$ cat config.mk
export PLATFORM = sky130hd
export DESIGN_NAME = snoop_wb_buffer
export DESIGN_NICKNAME = d
export VERILOG_FILES = /design/src/rtl/wbb_pkg.sv /design/src/rtl/wbb_match.sv /design/src/rtl/wbb_queue.sv /design/src/rtl/wbb_drain.sv /design/src/rtl/snoop_wb_buffer.sv
export SDC_FILE = /design/constraint.sdc
export NUM_CORES = 1
export LEC_CHECK = 0
export ABC_AREA = 1
export BUFFER_PORTS_ARGS = -buffer_cell sky130_fd_sc_hd__buf_4
export CORE_UTILIZATION = 36
export CTS_CLUSTER_SIZE = 25
export DETAILED_ROUTE_END_ITERATION = 10
export HOLD_SLACK_MARGIN = 0.03
export SETUP_SLACK_MARGIN = 0.1
export SYNTH_ARGS = -nofsm -noshare
export SYNTH_HDL_FRONTEND = slang
export SYNTH_HIERARCHICAL = 1
export SYNTH_SLANG_ARGS = --single-unit
$ cat constraint.sdc
create_clock -name clk_i -period 8.62 [get_ports clk_i]
set_input_delay 1.293 -clock clk_i [delete_from_list [all_inputs] [get_ports clk_i]]
set_output_delay 1.293 -clock clk_i [all_outputs]
set_load 0.01 [all_outputs]
$ cat src/rtl/wbb_pkg.sv
package wbb_pkg;
  typedef enum logic [1:0] {
    WB_EMPTY   = 2'd0,
    WB_BLOCKED = 2'd1,
    WB_REQ     = 2'd2
  } wb_state_e;
endpackage

$ cat src/rtl/wbb_match.sv
module wbb_match #(
  parameter int DEPTH  = 2,
  parameter int ADDR_W = 32,
  parameter int LINE_W = 64
) (
  input  logic                           clk_i,
  input  logic                           rst_ni,
  input  logic [DEPTH-1:0]               valid_i,
  input  logic [DEPTH-1:0][ADDR_W-1:0]   addr_i,
  input  logic [DEPTH-1:0][LINE_W-1:0]   data_i,
  input  logic                           snoop_valid_i,
  input  logic [ADDR_W-1:0]              snoop_addr_i,
  output logic                           hit_o,
  output logic [DEPTH-1:0]               hit_mask_o,
  output logic [LINE_W-1:0]              data_o
);
  logic [DEPTH-1:0] raw_match;

  for (genvar g = 0; g < DEPTH; g++) begin : g_cmp
    assign raw_match[g] = snoop_valid_i && valid_i[g] && (addr_i[g] == snoop_addr_i);
  end

  // lowest index wins should duplicates ever appear
  always_comb begin
    hit_mask_o = '0;
    data_o     = '0;
    for (int i = DEPTH - 1; i >= 0; i--) begin
      if (raw_match[i]) begin
        hit_mask_o    = '0;
        hit_mask_o[i] = 1'b1;
        data_o        = data_i[i];
      end
    end
  end

  assign hit_o = |raw_match;

  AST_HIT_ONEHOT: assert property (@(posedge clk_i) disable iff (!rst_ni)
    $onehot0(hit_mask_o)) else $error("AST_HIT_ONEHOT");
  AST_HIT_NEEDS_VALID: assert property (@(posedge clk_i) disable iff (!rst_ni)
    hit_o |-> snoop_valid_i) else $error("AST_HIT_NEEDS_VALID");
endmodule

$ cat src/rtl/wbb_queue.sv
module wbb_queue #(
  parameter int DEPTH  = 2,
  parameter int ADDR_W = 32,
  parameter int LINE_W = 64,
  localparam int CNT_W = $clog2(DEPTH + 1)
) (
  input  logic                           clk_i,
  input  logic                           rst_ni,
  input  logic                           push_i,
  input  logic [ADDR_W-1:0]              push_addr_i,
  input  logic [LINE_W-1:0]              push_data_i,
  input  logic [DEPTH-1:0]               drop_i,
  output logic [DEPTH-1:0]               valid_o,
  output logic [DEPTH-1:0][ADDR_W-1:0]   addr_o,
  output logic [DEPTH-1:0][LINE_W-1:0]   data_o,
  output logic [CNT_W-1:0]               count_o
);
  // entry 0 is always the oldest; survivors are compacted toward 0
  logic [DEPTH-1:0]               valid_q, valid_d;
  logic [DEPTH-1:0][ADDR_W-1:0]   addr_q, addr_d;
  logic [DEPTH-1:0][LINE_W-1:0]   data_q, data_d;

  always_comb begin
    int pos;
    pos     = 0;
    addr_d  = addr_q;
    data_d  = data_q;
    valid_d = '0;
    for (int i = 0; i < DEPTH; i++) begin
      if (valid_q[i] && !drop_i[i]) begin
        addr_d[pos] = addr_q[i];
        data_d[pos] = data_q[i];
        pos++;
      end
    end
    if (push_i && pos < DEPTH) begin
      addr_d[pos] = push_addr_i;
      data_d[pos] = push_data_i;
      pos++;
    end
    for (int j = 0; j < DEPTH; j++) valid_d[j] = (j < pos);
  end

  always_ff @(posedge clk_i or negedge rst_ni) begin
    if (!rst_ni) begin
      valid_q <= '0;
      addr_q  <= '0;
      data_q  <= '0;
    end else begin
      valid_q <= valid_d;
      addr_q  <= addr_d;
      data_q  <= data_d;
    end
  end

  always_comb begin
    count_o = '0;
    for (int k = 0; k < DEPTH; k++) count_o = count_o + CNT_W'(valid_q[k]);
  end

  assign valid_o = valid_q;
  assign addr_o  = addr_q;
  assign data_o  = data_q;

  AST_NO_OVERFLOW: assert property (@(posedge clk_i) disable iff (!rst_ni)
    count_o <= CNT_W'(DEPTH)) else $error("AST_NO_OVERFLOW");
  AST_PACKED: assert property (@(posedge clk_i) disable iff (!rst_ni)
    ((valid_q + 1'b1) & valid_q) == '0) else $error("AST_PACKED");
  AST_NO_LOST_PUSH: assert property (@(posedge clk_i) disable iff (!rst_ni)
    (push_i && drop_i == '0) |=> count_o == $past(count_o) + 1'b1) else $error("AST_NO_LOST_PUSH");
endmodule

$ cat src/rtl/wbb_drain.sv
module wbb_drain (
  input  logic                   clk_i,
  input  logic                   rst_ni,
  input  logic                   head_valid_i,
  input  logic                   head_snooped_i,
  input  logic                   fill_pending_i,
  input  logic                   gnt_i,
  output wbb_pkg::wb_state_e     state_o,
  output logic                   pop_o
);
  import wbb_pkg::*;

  // snoop on the head withdraws the request in the same cycle
  always_comb begin
    if (!head_valid_i)                        state_o = WB_EMPTY;
    else if (fill_pending_i || head_snooped_i) state_o = WB_BLOCKED;
    else                                      state_o = WB_REQ;
  end

  assign pop_o = (state_o == WB_REQ) && gnt_i;

  AST_REQ_NOT_DURING_FILL: assert property (@(posedge clk_i) disable iff (!rst_ni)
    fill_pending_i |-> state_o != WB_REQ) else $error("AST_REQ_NOT_DURING_FILL");
  AST_SNOOP_WINS: assert property (@(posedge clk_i) disable iff (!rst_ni)
    head_snooped_i |-> !pop_o) else $error("AST_SNOOP_WINS");
endmodule

$ cat src/rtl/snoop_wb_buffer.sv
module snoop_wb_buffer #(
  parameter int DEPTH  = 2,
  parameter int ADDR_W = 32,
  parameter int LINE_W = 64
) (
  input  logic              clk_i,
  input  logic              rst_ni,
  input  logic              evict_valid_i,
  input  logic [ADDR_W-1:0] evict_addr_i,
  input  logic [LINE_W-1:0] evict_data_i,
  output logic              evict_ready_o,
  input  logic              fill_pending_i,
  output logic              wb_req_o,
  output logic [ADDR_W-1:0] wb_addr_o,
  output logic [LINE_W-1:0] wb_data_o,
  input  logic              wb_gnt_i,
  input  logic              snoop_valid_i,
  input  logic [ADDR_W-1:0] snoop_addr_i,
  output logic              snoop_hit_o,
  output logic [LINE_W-1:0] snoop_data_o
);
  import wbb_pkg::*;
  localparam int CNT_W = $clog2(DEPTH + 1);

  logic [DEPTH-1:0]             ent_valid;
  logic [DEPTH-1:0][ADDR_W-1:0] ent_addr;
  logic [DEPTH-1:0][LINE_W-1:0] ent_data;
  logic [CNT_W-1:0]             count;
  logic [DEPTH-1:0]             hit_mask, drop;
  logic                         pop, push;
  wb_state_e                    wb_state;

  wbb_queue #(.DEPTH(DEPTH), .ADDR_W(ADDR_W), .LINE_W(LINE_W)) i_queue (
    .clk_i, .rst_ni,
    .push_i      (push),
    .push_addr_i (evict_addr_i),
    .push_data_i (evict_data_i),
    .drop_i      (drop),
    .valid_o     (ent_valid),
    .addr_o      (ent_addr),
    .data_o      (ent_data),
    .count_o     (count)
  );

  wbb_match #(.DEPTH(DEPTH), .ADDR_W(ADDR_W), .LINE_W(LINE_W)) i_match (
    .clk_i, .rst_ni,
    .valid_i       (ent_valid),
    .addr_i        (ent_addr),
    .data_i        (ent_data),
    .snoop_valid_i (snoop_valid_i),
    .snoop_addr_i  (snoop_addr_i),
    .hit_o         (snoop_hit_o),
    .hit_mask_o    (hit_mask),
    .data_o        (snoop_data_o)
  );

  wbb_drain i_drain (
    .clk_i, .rst_ni,
    .head_valid_i   (ent_valid[0]),
    .head_snooped_i (hit_mask[0]),
    .fill_pending_i (fill_pending_i),
    .gnt_i          (wb_gnt_i),
    .state_o        (wb_state),
    .pop_o          (pop)
  );

  assign evict_ready_o = count < CNT_W'(DEPTH);
  assign push          = evict_valid_i && evict_ready_o;
  assign drop          = hit_mask | {{(DEPTH-1){1'b0}}, pop};
  assign wb_req_o      = (wb_state == WB_REQ);
  assign wb_addr_o     = ent_addr[0];
  assign wb_data_o     = ent_data[0];

  AST_FULL_STALL: assert property (@(posedge clk_i) disable iff (!rst_ni)
    (count == CNT_W'(DEPTH)) |-> !evict_ready_o) else $error("AST_FULL_STALL");
  AST_HEAD_SNOOP_NO_REQ: assert property (@(posedge clk_i) disable iff (!rst_ni)
    (snoop_hit_o && snoop_addr_i == wb_addr_o) |-> !wb_req_o) else $error("AST_HEAD_SNOOP_NO_REQ");
  AST_DRAIN_DEC: assert property (@(posedge clk_i) disable iff (!rst_ni)
    (wb_req_o && wb_gnt_i && !snoop_hit_o && !push) |=> count == $past(count) - 1'b1) else $error("AST_DRAIN_DEC");
  AST_SNOOP_DEC: assert property (@(posedge clk_i) disable iff (!rst_ni)
    (snoop_hit_o && !pop && !push) |=> count == $past(count) - 1'b1) else $error("AST_SNOOP_DEC");
  AST_IDLE_STABLE: assert property (@(posedge clk_i) disable iff (!rst_ni)
    (!snoop_valid_i && !pop && !push) |=> $stable(count)) else $error("AST_IDLE_STABLE");
endmodule

; ---- After elaboration in Yosys (flattened, before gate mapping)
; Cells that the tools add are included.
; W data, S select, Z words.
[op_classes]
n_addsub = 3
n_lt_le_gt_ge = 8
eq_ne = 3
n_mux = 25
n_bitwise = 1
reduce_logical = 15
[op_table]
columns = cell, count
row1 = $mux W64, 6
row2 = $bwmux W128, 2
row3 = $mux W128, 2
row4 = $bwmux W64, 2
row5 = $demux W64 S1, 2
row6 = $mux W32, 4
row7 = $demux W32 S1, 2
row8 = $eq A32 B32 Y1, 2
row9 = $lt A32 B3 Y1 const B, 2
row10 = $add A32 B2 Y32 const B, 1
row11 = $ge A32 B1 Y1 const B, 1
row12 = $lt A1 B32 Y1 const A, 1
row13 = $lt A2 B32 Y1 const A, 1
row14 = $logic_and A1 B1 Y1, 11
row15 = $mux W2, 4
row16 = $add A1 B1 Y2, 1
row17 = $add A1 B1 Y2 const B, 1
row18 = $eq A2 B2 Y1 const B, 1
row19 = $logic_not A1 Y1, 2
row20 = $lt A1 B2 Y1 const B, 1
row21 = $lt A2 B2 Y1 const B, 1
row22 = $or A2 B1 Y2, 1
row23 = $reduce_or A2 Y1, 1
row24 = $ge A1 B1 Y1 const B, 1
row25 = 2 further kinds, 2
[word_totals]
regBits = 194
input_bits = 134
out_inout_bits = 163
word_cells = 60

; ---- Logic depth before layout (Yosys ltp)
[depth]
ltp_word = 21
mapped_depth = 27
mapped_depth_nobuf = 22

; ---- Hierarchy
; Netlist, hierarchy kept.
[modules_own_cells]
columns = module, n_inst, cells_per_inst, area_per_inst_um2, seq_area_each_um2
row1 = wbb_queue, 1, 1196, 9357.7, 4854.7
row2 = wbb_match, 1, 488, 2565.0, 0.0
row3 = snoop_wb_buffer, 1, 8, 35.0, 0.0
row4 = wbb_drain, 1, 7, 33.8, 0.0

; ---- Least setup slack after synthesis
; Ideal clock, no wire load.
[synth_path]
path_type = input port to flip-flop
startpoint = input snoop_addr_i[24]
endpoint = register i_queue.addr_q, in the netlist i_queue/addr_o[54]
setup_time_ns = 0.066
arrival_ns = 3.964
t_required_ns = 8.554
setup_slack_ns = 4.590
stages = 24
n_path_buf = 6
cell_sequence = or2_1 -> nand2_1 -> nand2_1 -> nor2_1 -> nand2_1 -> nor2_1 -> nand3_2 -> buf_6 -> buf_6 -> inv_2 -> nor2_2 -> nand2_2 -> nor2_2 -> inv_1 -> nand2_1 -> inv_1 -> nand2_2 -> buf_1 -> ha_1 -> buf_2 -> buf_2 -> buf_1 -> nand4_1 -> nand2_1
[synth_between]
elab_chain_cells = 20
word_cells_on_any_way = 35
classes_between = add/sub (1) / order compare (5) / eq/ne (3) / mux (14) / bitwise (1) / reduce/logical (11)
[synth_rtl]
columns = element, line_no
row1 = "start, declared", snoop_wb_buffer.sv:18  ; input logic [ADDR_W-1:0] snoop_addr_i,
row2 = $eq A32 B32 Y1 *, wbb_match.sv:20  ; assign raw_match[g] = snoop_valid_i && valid_i[g] && (addr_i[g] == snoop_addr_i);
row3 = $logic_and A1 B1 Y1 *, wbb_match.sv:20
row4 = $mux W2 *, wbb_match.sv:28  ; if (raw_match[i]) begin
row5 = net hit_mask[0], snoop_wb_buffer.sv:29  ; logic [DEPTH-1:0] hit_mask, drop;
row6 = $logic_or A1 B1 Y1 *, wbb_drain.sv:16  ; else if (fill_pending_i || head_snooped_i) state_o = WB_BLOCKED;
row7 = $mux W2 *, wbb_drain.sv:16
row8 = $mux W2 *, wbb_drain.sv:15  ; if (!head_valid_i) state_o = WB_EMPTY;
row9 = $eq A2 B2 Y1 *, wbb_drain.sv:20  ; assign pop_o = (state_o == WB_REQ) && gnt_i;
row10 = [1 not listed], -
row11 = net pop, snoop_wb_buffer.sv:30  ; logic pop, push;
row12 = [1 not listed], -
row13 = net drop[0], snoop_wb_buffer.sv:29
row14 = [3 not listed], -
row15 = $add A1 B1 Y2 (tied with other cells), wbb_queue.sv:33  ; pos++;
row16 = $mux W32 / $logic_and A1 B1 Y1 (equally long branches), "wbb_queue.sv:30, wbb_queue.sv:31"
row17 = $ge A32 B1 Y1 (implied by the code) (tied with other cells), wbb_queue.sv:37  ; addr_d[pos] = push_addr_i;
row18 = $logic_and A1 B1 Y1 (implied by the code) / $demux W32 S1 (equally long branches), -
row19 = $mux W32 (implied by the code) / $bwmux W64 (equally long branches), "wbb_queue.sv:37, wbb_queue.sv:31"
row20 = $demux W32 S1 / $mux W64 (equally long branches), -
row21 = $bwmux W64, wbb_queue.sv:37
row22 = $mux W64 *, wbb_queue.sv:36  ; if (push_i && pos < DEPTH) begin
row23 = "end signal, assigned", wbb_queue.sv:51  ; addr_q <= addr_d;
row24 = "end, declared", wbb_queue.sv:20  ; logic [DEPTH-1:0][ADDR_W-1:0] addr_q, addr_d;
; The timed path passes the listed nets; every way through them passes the cells marked *.

; ---- Worst setup path after layout
[layout_path]
startpoint = input snoop_addr_i[18]
endpoint = register i_queue.addr_q, in the netlist i_queue/addr_o[49]
[layout_between]
word_cells_on_any_way = 35
classes_between = add/sub (1) / order compare (5) / eq/ne (3) / mux (14) / bitwise (1) / reduce/logical (11)
[layout_rtl]
columns = element, line_no
row1 = $eq A32 B32 Y1, wbb_match.sv:20
row2 = $logic_and A1 B1 Y1, wbb_match.sv:20
row3 = $mux W2, wbb_match.sv:28
row4 = $mux W2 *, wbb_match.sv:28
row5 = $or A2 B1 Y2 *, snoop_wb_buffer.sv:69  ; assign drop = hit_mask | {{(DEPTH-1){1'b0}}, pop};
row6 = net drop[1], snoop_wb_buffer.sv:29
row7 = $logic_not A1 Y1 *, wbb_queue.sv:30  ; if (valid_q[i] && !drop_i[i]) begin
row8 = $logic_and A1 B1 Y1 *, wbb_queue.sv:30
row9 = $mux W32, wbb_queue.sv:30
row10 = $ge A32 B1 Y1 (implied by the code) / $lt A32 B3 Y1 (equally long branches), "wbb_queue.sv:37, wbb_queue.sv:36"
row11 = $logic_and A1 B1 Y1 (implied by the code), wbb_queue.sv:37
row12 = $mux W32 (implied by the code), wbb_queue.sv:37
row13 = $demux W32 S1, -
row14 = $bwmux W64, wbb_queue.sv:37
row15 = $mux W64 *, wbb_queue.sv:36
; Marks and branches as above.

==> results.md <==
* Status: complete, no violations
* Cells after Synth at 1699
* Wire length per cell at 18.2 microns
* Most frequent cells in the layout: nand2_1, buf_4, dfrtp_1
* Clock Skew at 0.0216 ns
* Final hold vios at 0
* Reg2Reg Depth at 15
* Endpoint class of the critical path: flop
* Sw Pwr at 2.47 mW
* Syn Nets at 1835
* Area Overhead vs Synth at 23.7%
* Leak at 8.13 nW
* Post-cts sizing count at 0
* Cts bufs inserted at 17
* Hold Startpoint: i_queue/data_o[68]$_DFFE_PN0P_
* CP required at 8.94 ns
* Max-slew violation count at 0
* Commonest non-fill, non-tap cell in the layout: nand2_1
* Initial DRC count at 1003
* Cts hold-fix bufs at 0
* Sequential-to-total area share from yosys stat at 40.5%
* Reg2reg setup slack at 3.30 ns
* Starting Density at 36.8%
* Final HPWL DP at 26400 microns
* Finish-stage setup viols at 0
* Final wirelength at 42800 microns
* Final nets at 2029
* Critical Path Start Type: input port
* Reg2reg end: i_queue/addr_o[49]$_DFFE_PN0P_
* Largest net degree at the start of global routing at 198
* Die width at 185 microns
* Yosys cell types at 29
* Minimum clock period at 5.85 ns
* Arrival time of the worst setup path at 6.16 ns
* Pwr/cell area at 339 nW/um^2
* Critical path class: input port to flop
* DR vias at 12300
* Rows at 66
* Internal power at 2.56 mW
* Peak VDD IR at 504 uV
* Via/cell ratio at 5.23
* CTS Buffer Depth at 2
* Critical Path Source: snoop_addr_i[18]
* Core Region at 32600 sq um
* #FFs+latches synth at 194
* Initial antenna violation count at 2
* Hold Crit Endpoint: i_queue/data_o[68]$_DFFE_PN0P_
* DRC at 0
* Clock Power Share at 15.8%
* Die ar. at 34000 sq um
* Post-CTS setup buffer count at 0
* Number of global-route vias before repair at 11700
* Hold path depth at 2
* Die height at 185 microns
* IO Pins at 297
* Clk slew on worst S/H paths at 0.07 ns
* Largest area contributor in the netlist: dfrtp_1
* Max Freq at 0.171 GHz
* GRT Util Overall at 25.3%
* Net Sw Frac at 49.1%
* Logic pwr share at 48.9%
* H-tree Lvls at 4
* Synthesized area at 12000 sq um
* RR Startpoint: i_queue/addr_o[18]$_DFF_PN0_
* Slew margin rel. at 16.7%
* Sequential share of power at 35.3%
* Synth warn at 6
* Final worst-path cycle share at 67.8%
* Global-route wire length before repair at 66600 microns
* Max-Cap Viols at 0
* GRT Residual Overflow at 0
* Fraction of layout cells with a size suffix above 1 at 22.7%
* Hold crit path type: flop to flop
* Placer Congestion at 0.880
* Post-route ant nets at 0
* # port buffers at 296
* Synth area leaders: dfrtp_1, nand2_1, nand4_1, nand3_1, nand3_2
* Clock latency on the worst-skew pair at 0.44 ns
* Worst slew pin tran at 1.25 ns
* CTS tree: done
* Syn Area/Cell at 7.06 sq um
* CTS root buf: clkbuf_16
* Synth top area share at 40.5%
* Drt pass-1 iters at 5
* Num Clock Sinks at 194
* Setup TNS at 0 ns
* Finished Core Util at 45.5%
* RSZ-0062 raised after global routing: no
* CP Max Fanout at 112
==> power groups by stage <==
stage	clock network, mW	registers (mW)	logic (mW)
2_1_floorplan	0	1.74	1.54
3_3_place_gp	0	1.77	2.43
3_5_place_dp	0	1.78	2.47
4_1_cts	0.810	1.77	2.47
5_1_grt	0.849	1.83	2.77
6_report	0.795	1.77	2.46
==> critical path, cell delays in order <==
cell and delay [ns]:
buf_4 0.13, xnor2_1 0.22, nand2_1 0.09, nor2_1 0.23, nand2_1 0.13, nor2_4 0.08, buf_4 0.58, nand3_4 0.63
and2_1 0.39, nor2_4 0.11, buf_4 0.73, nand2_8 0.11, buf_4 0.53, buf_4 0.58, nand4_1 0.18, nand2_1 0.08
==> per-stage QoR <==
step	setup slack [ns]	instance area (sq um)	hold WS [ns]	instances	power [mW]
after floorplan	4.59	12000	0.464	1699	3.29
after global placement	2.26	14300	0.478	2316	4.20
after detailed placement	2.17	14300	0.486	2316	4.25
after CTS	2.64	14800	0.505	2348	5.04
after global routing	2.46	14800	0.538	2349	5.45
final	2.77	14800	0.501	2350	5.03
==> synthesized netlist by cell type <==
cell type / n
nand4_1: 193
buf_1: 21
xnor2_1: 18
nor2_2: 4
o21ai_1: 10
buf_2: 50
nor2_4: 3
o21ai_0: 3
inv_1: 67
nand3_1: 180
nand2_1: 764
ha_1: 2
dfrtp_1: 194
inv_2: 18
xor2_1: 1
nand3_2: 54
nand2_4: 1
or2_1: 2
a21oi_1: 2
nor3_1: 1
clkbuf_1: 47
buf_6: 4
o22ai_1: 3
o211ai_1: 1
nand2_2: 3
buf_4: 14
buf_12: 6
and2_1: 1
nor2_1: 32
==> routing by layer <==
| layer | global-route usage [%] | vias up | share of wire [%] |
|---|---|---|---|
| met2 | 39.7 | 485 | 47 |
| met4 | 7.87 | 0 | 1.9 |
| met1 | 35.7 | 5811 | 45 |
| met3 | 3.79 | 40 | 6.6 |
| met5 | 0 | - | 0 |
| li1 | - | 5944 | - |
==> cell type report <==
class                      count  area (sq um)
antenna                        2          5.00
clock buffer                  18           429
clock inverter                14           138
fill                        3339         17800
inverter                      85           319
multi-input combinational   1278          6110
sequential                   194          4850
tap                          442           553
timing repair buffer         317          2420
==> state kept, by name, indices dropped and copies added (netlist names) <==
signal and count:
i_queue/data_o 128, i_queue/valid_o 2, i_queue/addr_o 64
==> kinds of logic (layout without fill, tap and decap cells) <==
family	after synthesis	count (layout)	synth area share, %
AO/OA/AOI/OAI	19	19	0.845
XOR/XNOR	19	19	1.39
adder cells (fa/ha/maj)	2	2	0.209
buffers and inverters	227	434	9.13
flip-flops	194	194	40.5
other	0	2	0
AND/OR/NAND/NOR	1238	1238	47.9
==> worst max-delay path by stage <==
stage	slack (ns)	end	cells past startpoint
3_3_place_gp	2.26	i_queue/addr_o[41]$_DFFE_PN0P_	16
5_1_grt	2.46	i_queue/data_o[94]$_DFFE_PN0P_	16
4_1_cts	2.64	i_queue/addr_o[49]$_DFFE_PN0P_	16
2_1_floorplan	4.59	i_queue/addr_o[54]$_DFFE_PN0P_	24
3_5_place_dp	2.17	i_queue/data_o[72]$_DFFE_PN0P_	16
6_report	2.77	i_queue/addr_o[49]$_DFFE_PN0P_	16
No activity file was read; power rests on OpenSTA's default activity.
